===== src/rtl/sra_pkg.sv =====
package sra_pkg;

  typedef enum logic [2:0] {
    K_NOP, K_RD_CFG, K_RD_A, K_RD_B, K_WR_CFG, K_WR_A, K_WR_B
  } cmd_kind_e;

  // Opcode map; bit 14 set always means no operation.
  function automatic cmd_kind_e decode_op(input logic [3:0] op);
    cmd_kind_e k;
    k = K_NOP;
    if (!op[2]) begin
      case ({op[3], op[1:0]})
        3'b001:  k = K_RD_A;
        3'b010:  k = K_RD_B;
        3'b011:  k = K_RD_CFG;
        3'b100:  k = K_WR_CFG;
        3'b101:  k = K_WR_A;
        3'b110:  k = K_WR_B;
        default: k = K_NOP;
      endcase
    end
    return k;
  endfunction

  function automatic logic is_read(input cmd_kind_e k);
    return (k == K_RD_CFG) || (k == K_RD_A) || (k == K_RD_B);
  endfunction

  // Minimum falling edges for a frame to commit, per interface mode.
  function automatic int min_edges(input logic [1:0] mode);
    case (mode)
      2'b01:   return 48;
      2'b10:   return 16;
      default: return 32;
    endcase
  endfunction

endpackage


===== src/rtl/sra_sync.sv =====
module sra_sync #(
  parameter int            W       = 3,
  parameter int            STAGES  = 2,
  parameter logic [W-1:0]  RST_VAL = '0
) (
  input  logic         clk,
  input  logic         rst,
  input  logic [W-1:0] d,
  output logic [W-1:0] q
);
  for (genvar b = 0; b < W; b++) begin : g_bit
    logic [STAGES-1:0] chain;
    always_ff @(posedge clk) begin
      if (rst) chain <= {STAGES{RST_VAL[b]}};
      else     chain <= {chain[STAGES-2:0], d[b]};
    end
    assign q[b] = chain[STAGES-1];
  end
endmodule


===== src/rtl/sra_frame.sv =====
module sra_frame import sra_pkg::*; #(
  parameter int CNT_W  = 6,
  parameter int WORD_W = 16
) (
  input  logic              clk,
  input  logic              rst,
  input  logic              cs_s,
  input  logic              sclk_s,
  input  logic              sdi_s,
  input  logic [1:0]        mode,
  output logic              cs_fall,
  output logic              cs_rise,
  output logic              frame_act,
  output logic [CNT_W-1:0]  edge_cnt,
  output logic [WORD_W-1:0] cmd_word,
  output logic [CNT_W-1:0]  need_cnt
);
  localparam logic [CNT_W-1:0] CNT_MAX  = {CNT_W{1'b1}};
  localparam logic [CNT_W-1:0] CMD_BITS = CNT_W'(WORD_W);

  logic prev_cs, prev_sclk, sclk_fall;

  always_ff @(posedge clk) begin
    if (rst) begin
      prev_cs   <= 1'b1;
      prev_sclk <= 1'b0;
    end else begin
      prev_cs   <= cs_s;
      prev_sclk <= sclk_s;
    end
  end

  assign cs_fall   = prev_cs & ~cs_s;
  assign cs_rise   = ~prev_cs & cs_s;
  assign sclk_fall = prev_sclk & ~sclk_s;

  always_ff @(posedge clk) begin
    if (rst) begin
      frame_act <= 1'b0;
      edge_cnt  <= '0;
      cmd_word  <= '0;
      need_cnt  <= CNT_W'(min_edges(2'b00));
    end else if (cs_fall) begin
      frame_act <= 1'b1;
      edge_cnt  <= '0;
      cmd_word  <= '0;
      need_cnt  <= CNT_W'(min_edges(mode));
    end else if (cs_rise) begin
      frame_act <= 1'b0;
    end else if (frame_act && sclk_fall) begin
      if (edge_cnt != CNT_MAX) edge_cnt <= edge_cnt + 1'b1;
      if (edge_cnt < CMD_BITS) cmd_word <= {cmd_word[WORD_W-2:0], sdi_s};
    end
  end
endmodule


===== src/rtl/sra_regs.sv =====
module sra_regs import sra_pkg::*; #(
  parameter int              CNT_W    = 6,
  parameter int              WORD_W   = 16,
  parameter int              TRIM_W   = 9,
  parameter int              RB_EDGES = 48,
  parameter logic [TRIM_W-1:0] TRIM_RST = '1
) (
  input  logic              clk,
  input  logic              rst,
  input  logic              cs_fall,
  input  logic              cs_rise,
  input  logic              frame_act,
  input  logic [CNT_W-1:0]  edge_cnt,
  input  logic [CNT_W-1:0]  need_cnt,
  input  logic [WORD_W-1:0] cmd_word,
  output logic [WORD_W-1:0] cfg_q,
  output logic [TRIM_W-1:0] trim_a_q,
  output logic [TRIM_W-1:0] trim_b_q,
  output logic [WORD_W-1:0] rb_word_q,
  output logic              rb_active_q,
  output logic              rb_sdo_q,
  output logic              frame_ok_q
);
  localparam int OP_W     = 4;
  localparam int DATA_W   = WORD_W - OP_W;
  localparam int TRIM_LSB = DATA_W - TRIM_W;
  localparam int IDX_W    = $clog2(WORD_W);
  localparam logic [CNT_W-1:0] RB_MIN   = CNT_W'(RB_EDGES);
  localparam logic [CNT_W-1:0] RB_BITS  = CNT_W'(WORD_W);
  localparam logic [IDX_W-1:0] TOP_IDX  = IDX_W'(WORD_W - 1);

  logic [OP_W-1:0]   op;
  cmd_kind_e         kind;
  logic              len_ok, rb_len, rd_req, rb_pend_q;
  logic [WORD_W-1:0] image;
  logic [TRIM_W-1:0] wr_trim;

  assign op      = cmd_word[WORD_W-1 -: OP_W];
  assign kind    = decode_op(op);
  assign len_ok  = edge_cnt >= need_cnt;
  assign rb_len  = edge_cnt >= RB_MIN;
  assign rd_req  = len_ok && rb_len && is_read(kind);
  assign wr_trim = cmd_word[DATA_W-1 -: TRIM_W];

  always_comb begin
    case (kind)
      K_RD_CFG: image = {op, cfg_q[DATA_W-1:0]};
      K_RD_A:   image = {op, trim_a_q, {TRIM_LSB{1'b0}}};
      K_RD_B:   image = {op, trim_b_q, {TRIM_LSB{1'b0}}};
      default:  image = '0;
    endcase
  end

  always_ff @(posedge clk) begin
    if (rst) begin
      cfg_q       <= '0;
      trim_a_q    <= TRIM_RST;
      trim_b_q    <= TRIM_RST;
      rb_word_q   <= '0;
      rb_pend_q   <= 1'b0;
      rb_active_q <= 1'b0;
      frame_ok_q  <= 1'b0;
    end else begin
      frame_ok_q <= 1'b0;
      if (cs_fall) begin
        rb_active_q <= rb_pend_q;
        rb_pend_q   <= 1'b0;
      end
      if (cs_rise && frame_act) begin
        rb_active_q <= 1'b0;
        frame_ok_q  <= len_ok;
        rb_pend_q   <= rd_req;
        if (rd_req) rb_word_q <= image;
        if (len_ok) begin
          case (kind)
            K_WR_CFG: cfg_q    <= {{OP_W{1'b0}}, cmd_word[DATA_W-1:0]};
            K_WR_A:   trim_a_q <= wr_trim;
            K_WR_B:   trim_b_q <= wr_trim;
            default:  ;
          endcase
        end
      end
    end
  end

  // Readback bit: image MSB first, advancing per counted falling edge.
  always_ff @(posedge clk) begin
    if (rst) rb_sdo_q <= 1'b0;
    else if (rb_active_q && edge_cnt < RB_BITS)
      rb_sdo_q <= rb_word_q[TOP_IDX - edge_cnt[IDX_W-1:0]];
    else rb_sdo_q <= 1'b0;
  end
endmodule


===== src/rtl/sreg_access.sv =====
module sreg_access #(
  parameter int                CNT_W       = 6,
  parameter int                WORD_W      = 16,
  parameter int                TRIM_W      = 9,
  parameter int                SYNC_STAGES = 2,
  parameter int                RB_EDGES    = 48,
  parameter logic [TRIM_W-1:0] TRIM_RST    = 9'h1FF
) (
  input  logic              clk,
  input  logic              rst,
  input  logic              cs_n,
  input  logic              sclk,
  input  logic              sdi,
  output logic [WORD_W-1:0] cfg_q,
  output logic [TRIM_W-1:0] trim_a_q,
  output logic [TRIM_W-1:0] trim_b_q,
  output logic [WORD_W-1:0] rb_word_q,
  output logic              rb_active_q,
  output logic              rb_sdo_q,
  output logic              frame_ok_q
);
  localparam int N_IN = 3;
  localparam int MODE_HI = WORD_W - 5;

  logic [N_IN-1:0]   pins_s;
  logic              cs_fall, cs_rise, frame_act;
  logic [CNT_W-1:0]  edge_cnt, need_cnt;
  logic [WORD_W-1:0] cmd_word;

  sra_sync #(.W(N_IN), .STAGES(SYNC_STAGES), .RST_VAL(3'b100)) i_sync (
    .clk(clk), .rst(rst), .d({cs_n, sclk, sdi}), .q(pins_s)
  );

  sra_frame #(.CNT_W(CNT_W), .WORD_W(WORD_W)) i_frame (
    .clk(clk), .rst(rst),
    .cs_s(pins_s[2]), .sclk_s(pins_s[1]), .sdi_s(pins_s[0]),
    .mode(cfg_q[MODE_HI -: 2]),
    .cs_fall(cs_fall), .cs_rise(cs_rise), .frame_act(frame_act),
    .edge_cnt(edge_cnt), .cmd_word(cmd_word), .need_cnt(need_cnt)
  );

  sra_regs #(.CNT_W(CNT_W), .WORD_W(WORD_W), .TRIM_W(TRIM_W),
             .RB_EDGES(RB_EDGES), .TRIM_RST(TRIM_RST)) i_regs (
    .clk(clk), .rst(rst),
    .cs_fall(cs_fall), .cs_rise(cs_rise), .frame_act(frame_act),
    .edge_cnt(edge_cnt), .need_cnt(need_cnt), .cmd_word(cmd_word),
    .cfg_q(cfg_q), .trim_a_q(trim_a_q), .trim_b_q(trim_b_q),
    .rb_word_q(rb_word_q), .rb_active_q(rb_active_q),
    .rb_sdo_q(rb_sdo_q), .frame_ok_q(frame_ok_q)
  );
endmodule


===== config.mk =====
export PLATFORM = sky130hd
export DESIGN_NAME = sreg_access
export DESIGN_NICKNAME = d
export VERILOG_FILES = /design/src/rtl/sra_pkg.sv /design/src/rtl/sra_sync.sv /design/src/rtl/sra_frame.sv /design/src/rtl/sra_regs.sv /design/src/rtl/sreg_access.sv
export SDC_FILE = /design/constraint.sdc
export NUM_CORES = 1
export LEC_CHECK = 0
export BUFFER_PORTS_ARGS = -buffer_cell sky130_fd_sc_hd__buf_2
export CAP_MARGIN = 30
export CORE_UTILIZATION = 54
export CTS_CLUSTER_SIZE = 14
export DETAILED_ROUTE_END_ITERATION = 8
export PLACE_DENSITY = 0.86
export SLEW_MARGIN = 20
export SYNTH_ARGS = -nofsm -noshare
export SYNTH_HDL_FRONTEND = slang
export SYNTH_SLANG_ARGS = --single-unit

===== constraint.sdc =====
create_clock -name clk -period 2.3 [get_ports clk]
set_input_delay 0.46 -clock clk [delete_from_list [all_inputs] [get_ports clk]]
set_output_delay 0.46 -clock clk [all_outputs]
set_load 0.02 [all_outputs]

==> results of run 1 <==
[synth_stat cells (all sizes together) (2+ instances only)]
library cell,instances,share of area (%)
dfxtp,83,48
xor2,2,0.50
nand2b,5,0.90
ha,7,2.5
a21oi,29,4.3
a32o,3,0.87
nand3,14,2.0
nor2b,6,1.1
nor3,4,0.72
o21ai,14,2.0
nor2,18,2.0
or4,2,0.43
clkbuf,16,1.7
or3,2,0.36
and2,4,0.72
or2,5,0.90
and3,19,3.4
o2bb2ai,9,2.3
buf,12,2.6
mux4,4,2.6
a211oi,2,0.43
nand2,41,4.6
a222oi,9,2.6
inv,8,0.87
mux2i,7,2.0
o211ai,4,0.87
a211o,18,4.5
nand4bb,2,1.6
[registers in the layout, indices dropped and copies added, names as in the netlist, 2 cells and up]
| name | count |
|---|---|
| i_frame.cmd_word | 16 |
| i_sync.g_bit.chain | 6 |
| i_regs.rb_word_q | 16 |
| i_frame.edge_cnt | 6 |
| i_regs.trim_b_q | 9 |
| i_regs.cfg_q | 12 |
| i_regs.trim_a_q | 9 |
| i_frame.need_cnt | 2 |
[report_power, final]
group	internal [mW]	switching (mW)
clock network	0.517	0.563
logic	0.0168	0.0413
registers	1.44	0.00269
total	1.98	0.607
[worst max-delay path by stage]
stage,startpoint,endpoint,slack (ns),depth (start not counted)
2_1_floorplan,i_frame.edge_cnt[4]$_SDFFE_PP0P_,i_regs.rb_word_q[15]$_SDFFE_PP0P_,0.40,7
3_3_place_gp,i_frame.edge_cnt[4]$_SDFFE_PP0P_,i_regs.trim_a_q[4]$_SDFFE_PP1P_,0.27,6
3_5_place_dp,i_frame.edge_cnt[4]$_SDFFE_PP0P_,i_regs.trim_a_q[8]$_SDFFE_PP1P_,0.17,6
4_1_cts,i_frame.edge_cnt[4]$_SDFFE_PP0P_,i_regs.trim_a_q[8]$_SDFFE_PP1P_,0.14,6
5_1_grt,i_frame.edge_cnt[4]$_SDFFE_PP0P_,i_regs.rb_word_q[0]$_SDFFE_PP0P_,-0.006,6
6_report,i_frame.edge_cnt[4]$_SDFFE_PP0P_,i_regs.rb_word_q[1]$_SDFFE_PP0P_,0.12,6
[final cells by class]
class,instances,area [µm²],area share (%)
multi-input cells,242,1645,41.31
repair buffers,64,347.8,8.734
clock buffers,9,123.9,3.110
well taps,75,93.84,2.356
clock inverters,7,80.08,2.011
inverters,8,30.03,0.7540
flip-flops and latches,83,1662,41.72
[placed cells by master, fill, tap and decap left out, drive strengths merged, types with 2 or more instances in the layout]
cell type,count
nand2b,5
dfxtp,83
ha,7
nor2b,6
a211o,18
mux2i,7
o2bb2ai,9
nand4bb,2
nand3,14
conb,4
or4,2
or2,5
and2,4
clkbuf,9
a32o,3
a222oi,9
clkinvlp,2
or3,2
nor3,4
nand2,41
mux4,4
buf,64
and3,19
o211ai,4
xor2,2
o21ai,14
inv,12
a211oi,2
a21oi,29
nor2,18
[worst max-delay path, delay by kind of cell (launching register included)]
family / cells / cell delay (ns)
AO/OA/AOI/OAI: 2 / 0.77
adder cells (fa/ha/maj): 1 / 0.34
buffers and inverters: 1 / 0.10
flip-flops: 1 / 0.48
AND/OR/NAND/NOR: 2 / 0.38
[metrics by stage]
step,setup TNS (ns),hold WS [ns]
3_3_place_gp,0,0.3917
4_1_cts,0,0.2827
6_report,0,0.2898
3_5_place_dp,0,0.4006
2_1_floorplan,0,0.3895
5_1_grt,-0.007896,0.2869
[what timing repair did]
action	4_1_cts	5_1_grt
endpoints found under the setup margin	0	6
gates resized for setup	0	1
setup buffers	0	0
[layer usage]
layer,GRT usage (%),part of all wire (%),wire length (µm)
met5,0,0,0
met4,12.11,2.6,216
met3,4.945,6.6,549
met2,41.98,47,3921
met1,34.57,44,3687
[cells by family (layout without fill, tap and decap cells)]
group | Yosys count | in the layout | synth area share, %
multiplexers | 11 | 11 | 4.616
XOR/XNOR | 3 | 3 | 0.7574
flip-flops | 83 | 83 | 47.89
other | 1 | 4 | 0.1081
buffers and inverters | 36 | 88 | 5.229
AO/OA/AOI/OAI | 92 | 92 | 19.37
adder cells (fa/ha/maj) | 7 | 7 | 2.524
AND/OR/NAND/NOR | 125 | 125 | 19.51
==> out/qor.csv, run 1 <==
stage;metric;value;unit
floorplan;die footprint;6749;µm²
synthesis;Post-synth EDFFs;0;
worst_setup_path;critical path endpoint category;flop;
synthesis;Synth async-reset ratio;0;%
drt;WL/cell;17.16;µm
pwr;static leakage;1.578;nW
global_route;largest net degree at the start of global routing;31;
worst_setup_path;Register-to-Register Setup Slack;0.12;ns
clocking;Clock Path Buffers;2;
timing;setup slack after layout;0.1189;ns
min_path;HP Start;cs_n;
drt;router iterations before antenna repair;8;
final_layout;# diodes;0;
synthesis;Post-Syn Instances;358;
timing;final setup violating endpoints;0;
placed_design;Final HPWL DP;5.753;mm
clocking;# hold bufs at CTS;0;
synthesis;Yosys reg bits;83;
global_route;antenna violations before repair;0;
placed_design;post-placement cell area;3771;µm²
floorplan;core box area;6061;µm²
final_layout;Design Area, Final;3983;µm²
timing;Final min period;2.181;ns
synthesis;ys flop type;dfxtp_1;
floorplan;Die Y-Extent;82.16;µm
timing;Worst Skew;0.01129;ns
global_route;vias in the first global route;2644;
global_route;Total GRT Usage;26.38;%
pwr;P per Cell Area;648.6;nW/µm²
outcome;status;complete, no violations;
drt;vias;2942;
run;# Max-Cap Violations;0;
synthesis;Avg Inst Size Synth;9.692;µm²
timing;Fin. Hold Viols;0;
worst_setup_path;CP required;2.55;ns
clocking;cts bufs inserted;9;
final_layout;Finished Layout Cells;488;
clocking;Clock Pin Slew Worst Setup and Hold Paths;0.09;ns
drt;DRC Markers;0;
clocking;CTS tree;built;
clocking;clk_lat worst skew;0.35;ns
clocking;clk sinks;83;
timing;Final Slew Violations;0;
drt;Routed WL;8.375;mm
worst_setup_path;crit start category;flop;
placed_design;Cells after DPL;472;
drt;initial DRC count;286;
clocking;H-tree depth;3;
final_layout;Final Core Density;65.71;%
floorplan;die width;82.16;µm
placed_design;PortBufs;53;
worst_setup_path;critical path's largest stage delay;0.52;ns
min_path;Hold WC Path Type;in -> reg;
floorplan;# IOs;58;
worst_setup_path;Worst path slowest cell;a2111oi_4;
global_route;first-pass GRT wire length;13.19;mm
drt;antenna viol nets, final;0;
worst_setup_path;CP Class;reg -> reg;
min_path;hold path cells;2;
global_route;total global routing overflow;0;
final_layout;Filler cells;477;
timing;Period Utilization, post-route;94.83;%
floorplan;Initial Util;57.25;%
min_path;Hold Crit Endpoint;i_sync.g_bit[2].chain[0]$_SDFF_PP1_;
worst_setup_path;CP Data Arrival Time;2.43;ns
clocking;clk root buf;clkbuf_8;
timing;Worst Tran Pin Value;0.8751;ns
timing;fmax;458.5;MHz
final_layout;NumNets Final;420;
drt;vias per cell;6.029;
worst_setup_path;R2R depth;6;
synthesis;Yosys cell types;45;
synthesis;Syn Std Cell Area;3470;µm²
pwr;total power draw;2.583;mW
worst_setup_path;crit path max fanout;14;
placed_design;pre-CTS WS;0.1731;ns
floorplan;Rows;28;
worst_setup_path;R2R Path Start;i_frame.edge_cnt[4]$_SDFFE_PP0P_;
final_layout;Area Overhead vs Synth;14.79;%
synthesis;sequential fraction of the synthesis area;47.89;%
worst_setup_path;reg2reg end;i_regs.rb_word_q[1]$_SDFFE_PP0P_;
synthesis;Syn. warnings;0;
final_layout;ratio of cells with drive above 1 in the final layout;23.24;%
worst_setup_path;CP Cell Sequence;inv_1 -> ha_1 -> nand4bb_4 -> a2111oi_4 -> nor2_2 -> a32o_1;
timing;Slew headroom;41.45;%
pwr;peak supply drop;0.5218;mV
placed_design;RD Place Congestion;0.8419;
(Power assumes the default switching activity.)
==> run 2, diff against run 1 <==
--- a/config.mk
+++ b/config.mk
@@ -7,10 +7,10 @@
 export LEC_CHECK = 0
 export BUFFER_PORTS_ARGS = -buffer_cell sky130_fd_sc_hd__buf_2
 export CAP_MARGIN = 30
-export CORE_UTILIZATION = 54
+export CORE_UTILIZATION = 30
 export CTS_CLUSTER_SIZE = 14
 export DETAILED_ROUTE_END_ITERATION = 8
-export PLACE_DENSITY = 0.86
+export PLACE_DENSITY = 0.57
 export SLEW_MARGIN = 20
 export SYNTH_ARGS = -nofsm -noshare
 export SYNTH_HDL_FRONTEND = slang
==> run 2 against run 1 <==
Compared with the run above:
- first-iteration DRC count up 1.0%
- fmax rose by 3.3%
- sequential cell count is the same
- clock skew shrank 0.0067 ns
- power rose by 11%
- utilization down 28 points
- register-to-register slack improved by 0.07 ns
- critical path depth did not move
- via count down 3.1%
- sequential share of layout area decreased by 1.5 points
- combinational power shrank 2%
- global-route usage down 10 points
- critical path type unchanged
- critical endpoint is now i_regs.rb_word_q[10]$_SDFFE_PP0P_
- largest power group unchanged
==> out/qor.csv, run 2 (synthesis results as in run 1) <==
stage;metric;value;unit
outcome;status;complete, no violations;
floorplan;core box area;11030;µm²
global_route;first-pass GRT wire length;14.51;mm
pwr;static leakage;1.611;nW
worst_setup_path;CP Cell Sequence;inv_1 -> ha_1 -> nand4bb_4 -> a21o_1 -> or3_1 -> o2bb2ai_1;
floorplan;Initial Util;31.45;%
placed_design;PortBufs;53;
drt;vias;2851;
floorplan;Rows;38;
drt;WL/cell;16.77;µm
clocking;cts bufs inserted;9;
timing;Final Slew Violations;0;
min_path;hold path cells;2;
clocking;clk_lat worst skew;0.33;ns
clocking;H-tree depth;3;
clocking;Clock Pin Slew Worst Setup and Hold Paths;0.06;ns
worst_setup_path;critical path's largest stage delay;0.52;ns
placed_design;Final HPWL DP;6.483;mm
clocking;clk sinks;83;
timing;Slew headroom;36.98;%
clocking;CTS tree;built;
worst_setup_path;number of buffers and inverters on the critical path;1;
clocking;cts repair resizes;0;
worst_setup_path;CP top delay family;simple AND/OR/NAND/NOR gates;
final_layout;NumNets Final;419;
final_layout;Finished Layout Cells;551;
clocking;Post-CTS Repair Setup Buffers;0;
floorplan;die footprint;12000;µm²
clocking;clk root buf;clkbuf_16;
final_layout;most frequent cells in the layout;83 x dfxtp_1, 53 x buf_2, 39 x nand2_1, 28 x a21oi_1, 19 x and3_1;
worst_setup_path;crit start category;flop;
timing;Fin. Hold Viols;0;
clocking;Clock Path Buffers;2;
global_route;largest net degree at the start of global routing;39;
final_layout;ratio of cells with drive above 1 in the final layout;22.38;%
min_path;Hold WC Path Type;in -> reg;
worst_setup_path;critical path depth in cells;6;
placed_design;Cells after DPL;536;
floorplan;# IOs;58;
pwr;peak supply drop;0.3541;mV
timing;Worst Skew;0.004566;ns
final_layout;# diodes;0;
worst_setup_path;Worst path slowest cell;or3_1;
timing;final setup violating endpoints;0;
timing;fmax;473.8;MHz
timing;setup slack after layout;0.1892;ns
timing;RSZ-0062 raised after global routing;false;
final_layout;most common cell after layout, fill and taps aside;dfxtp_1;
drt;router iterations before antenna repair;7;
placed_design;post-placement cell area;3845;µm²
final_layout;largest registers;i_frame.cmd_word (16), i_regs.rb_word_q (16), i_regs.cfg_q (12);
drt;Routed WL;9.238;mm
placed_design;pre-CTS WS;0.2341;ns
clocking;# hold bufs at CTS;0;
run;# Max-Cap Violations;0;
floorplan;Die Y-Extent;109.5;µm
worst_setup_path;CP Data Arrival Time;2.37;ns
timing;Fin Setup TNS;0;ns
timing;Worst Tran Pin Value;0.9418;ns
worst_setup_path;R2R depth;6;
drt;DRC Markers;0;
global_route;total global routing overflow;0;
drt;initial DRC count;289;
global_route;vias in the first global route;2677;
final_layout;Area Overhead vs Synth;18.93;%
worst_setup_path;CP required;2.56;ns
worst_setup_path;critical path endpoint category;flop;
worst_setup_path;CP Class;reg -> reg;
global_route;Total GRT Usage;16.31;%
timing;Final min period;2.111;ns
placed_design;RD Place Congestion;0.7505;
drt;vias per cell;5.174;
drt;antenna viol nets, final;0;
floorplan;die width;109.5;µm
final_layout;Design Area, Final;4126;µm²
pwr;P per Cell Area;692.3;nW/µm²
global_route;antenna violations before repair;0;
worst_setup_path;crit path max fanout;10;
timing;Period Utilization, post-route;91.77;%
==> run 2: cell type report <==
class                   instances  area, µm²
fillers                      1118       6904
flip-flops and latches         83       1662
multi-input cells             242       1638
repair buffers                 63      340.3
clock buffers                  14      274.0
well taps                     140      175.2
inverters                       8      30.03
clock inverters                 1      7.507
==> run 2: worst register-to-register path, cell delays in order, from the launching register on <==
cell and delay (ns):
dfxtp_1 0.47, inv_1 0.08, ha_1 0.33, nand4bb_4 0.16, a21o_1 0.28, or3_1 0.52, o2bb2ai_1 0.20
==> run 2: path summary, 6_finish.rpt <==
path	startpoint	endpoint	slack, ns
worst max register to register	i_frame.edge_cnt[4]$_SDFFE_PP0P_	i_regs.rb_word_q[10]$_SDFFE_PP0P_	0.19
worst min register to register	i_sync.g_bit[2].chain[0]$_SDFF_PP1_	i_sync.g_bit[2].chain[1]$_SDFF_PP1_	0.41
worst max-delay path	i_frame.edge_cnt[4]$_SDFFE_PP0P_	i_regs.rb_word_q[10]$_SDFFE_PP0P_	0.19
worst min-delay path	cs_n	i_sync.g_bit[2].chain[0]$_SDFF_PP1_	0.31
==> run 2: per-stage QoR <==
step | hold slack, ns | power, mW | util (%)
detailed placement | 0.3953 | 1.536 | 34.86
finish | 0.3073 | 2.857 | 37.41
floorplan | 0.3895 | 1.528 | -
CTS | 0.2985 | 2.894 | 37.41
global placement | 0.3934 | 1.535 | 34.86
global route | 0.3007 | 2.970 | 37.41
==> run 2: routing by layer <==
layer / up-vias / part of all wire (%) / global-route usage [%]
met5: - / 0 / 0
met4: 0 / 1.4 / 7.714
met3: 7 / 5.6 / 2.964
met2: 84 / 46 / 24.84
met1: 1373 / 47 / 22.20
li1: 1387 / - / -
==> run 2: report_power, final <==
part / switching, mW / internal [mW] / leakage [nW]
clock: 0.538 / 0.814 / 0.135
combinational: 0.0413 / 0.0154 / 0.805
sequential: 0.00251 / 1.44 / 0.671
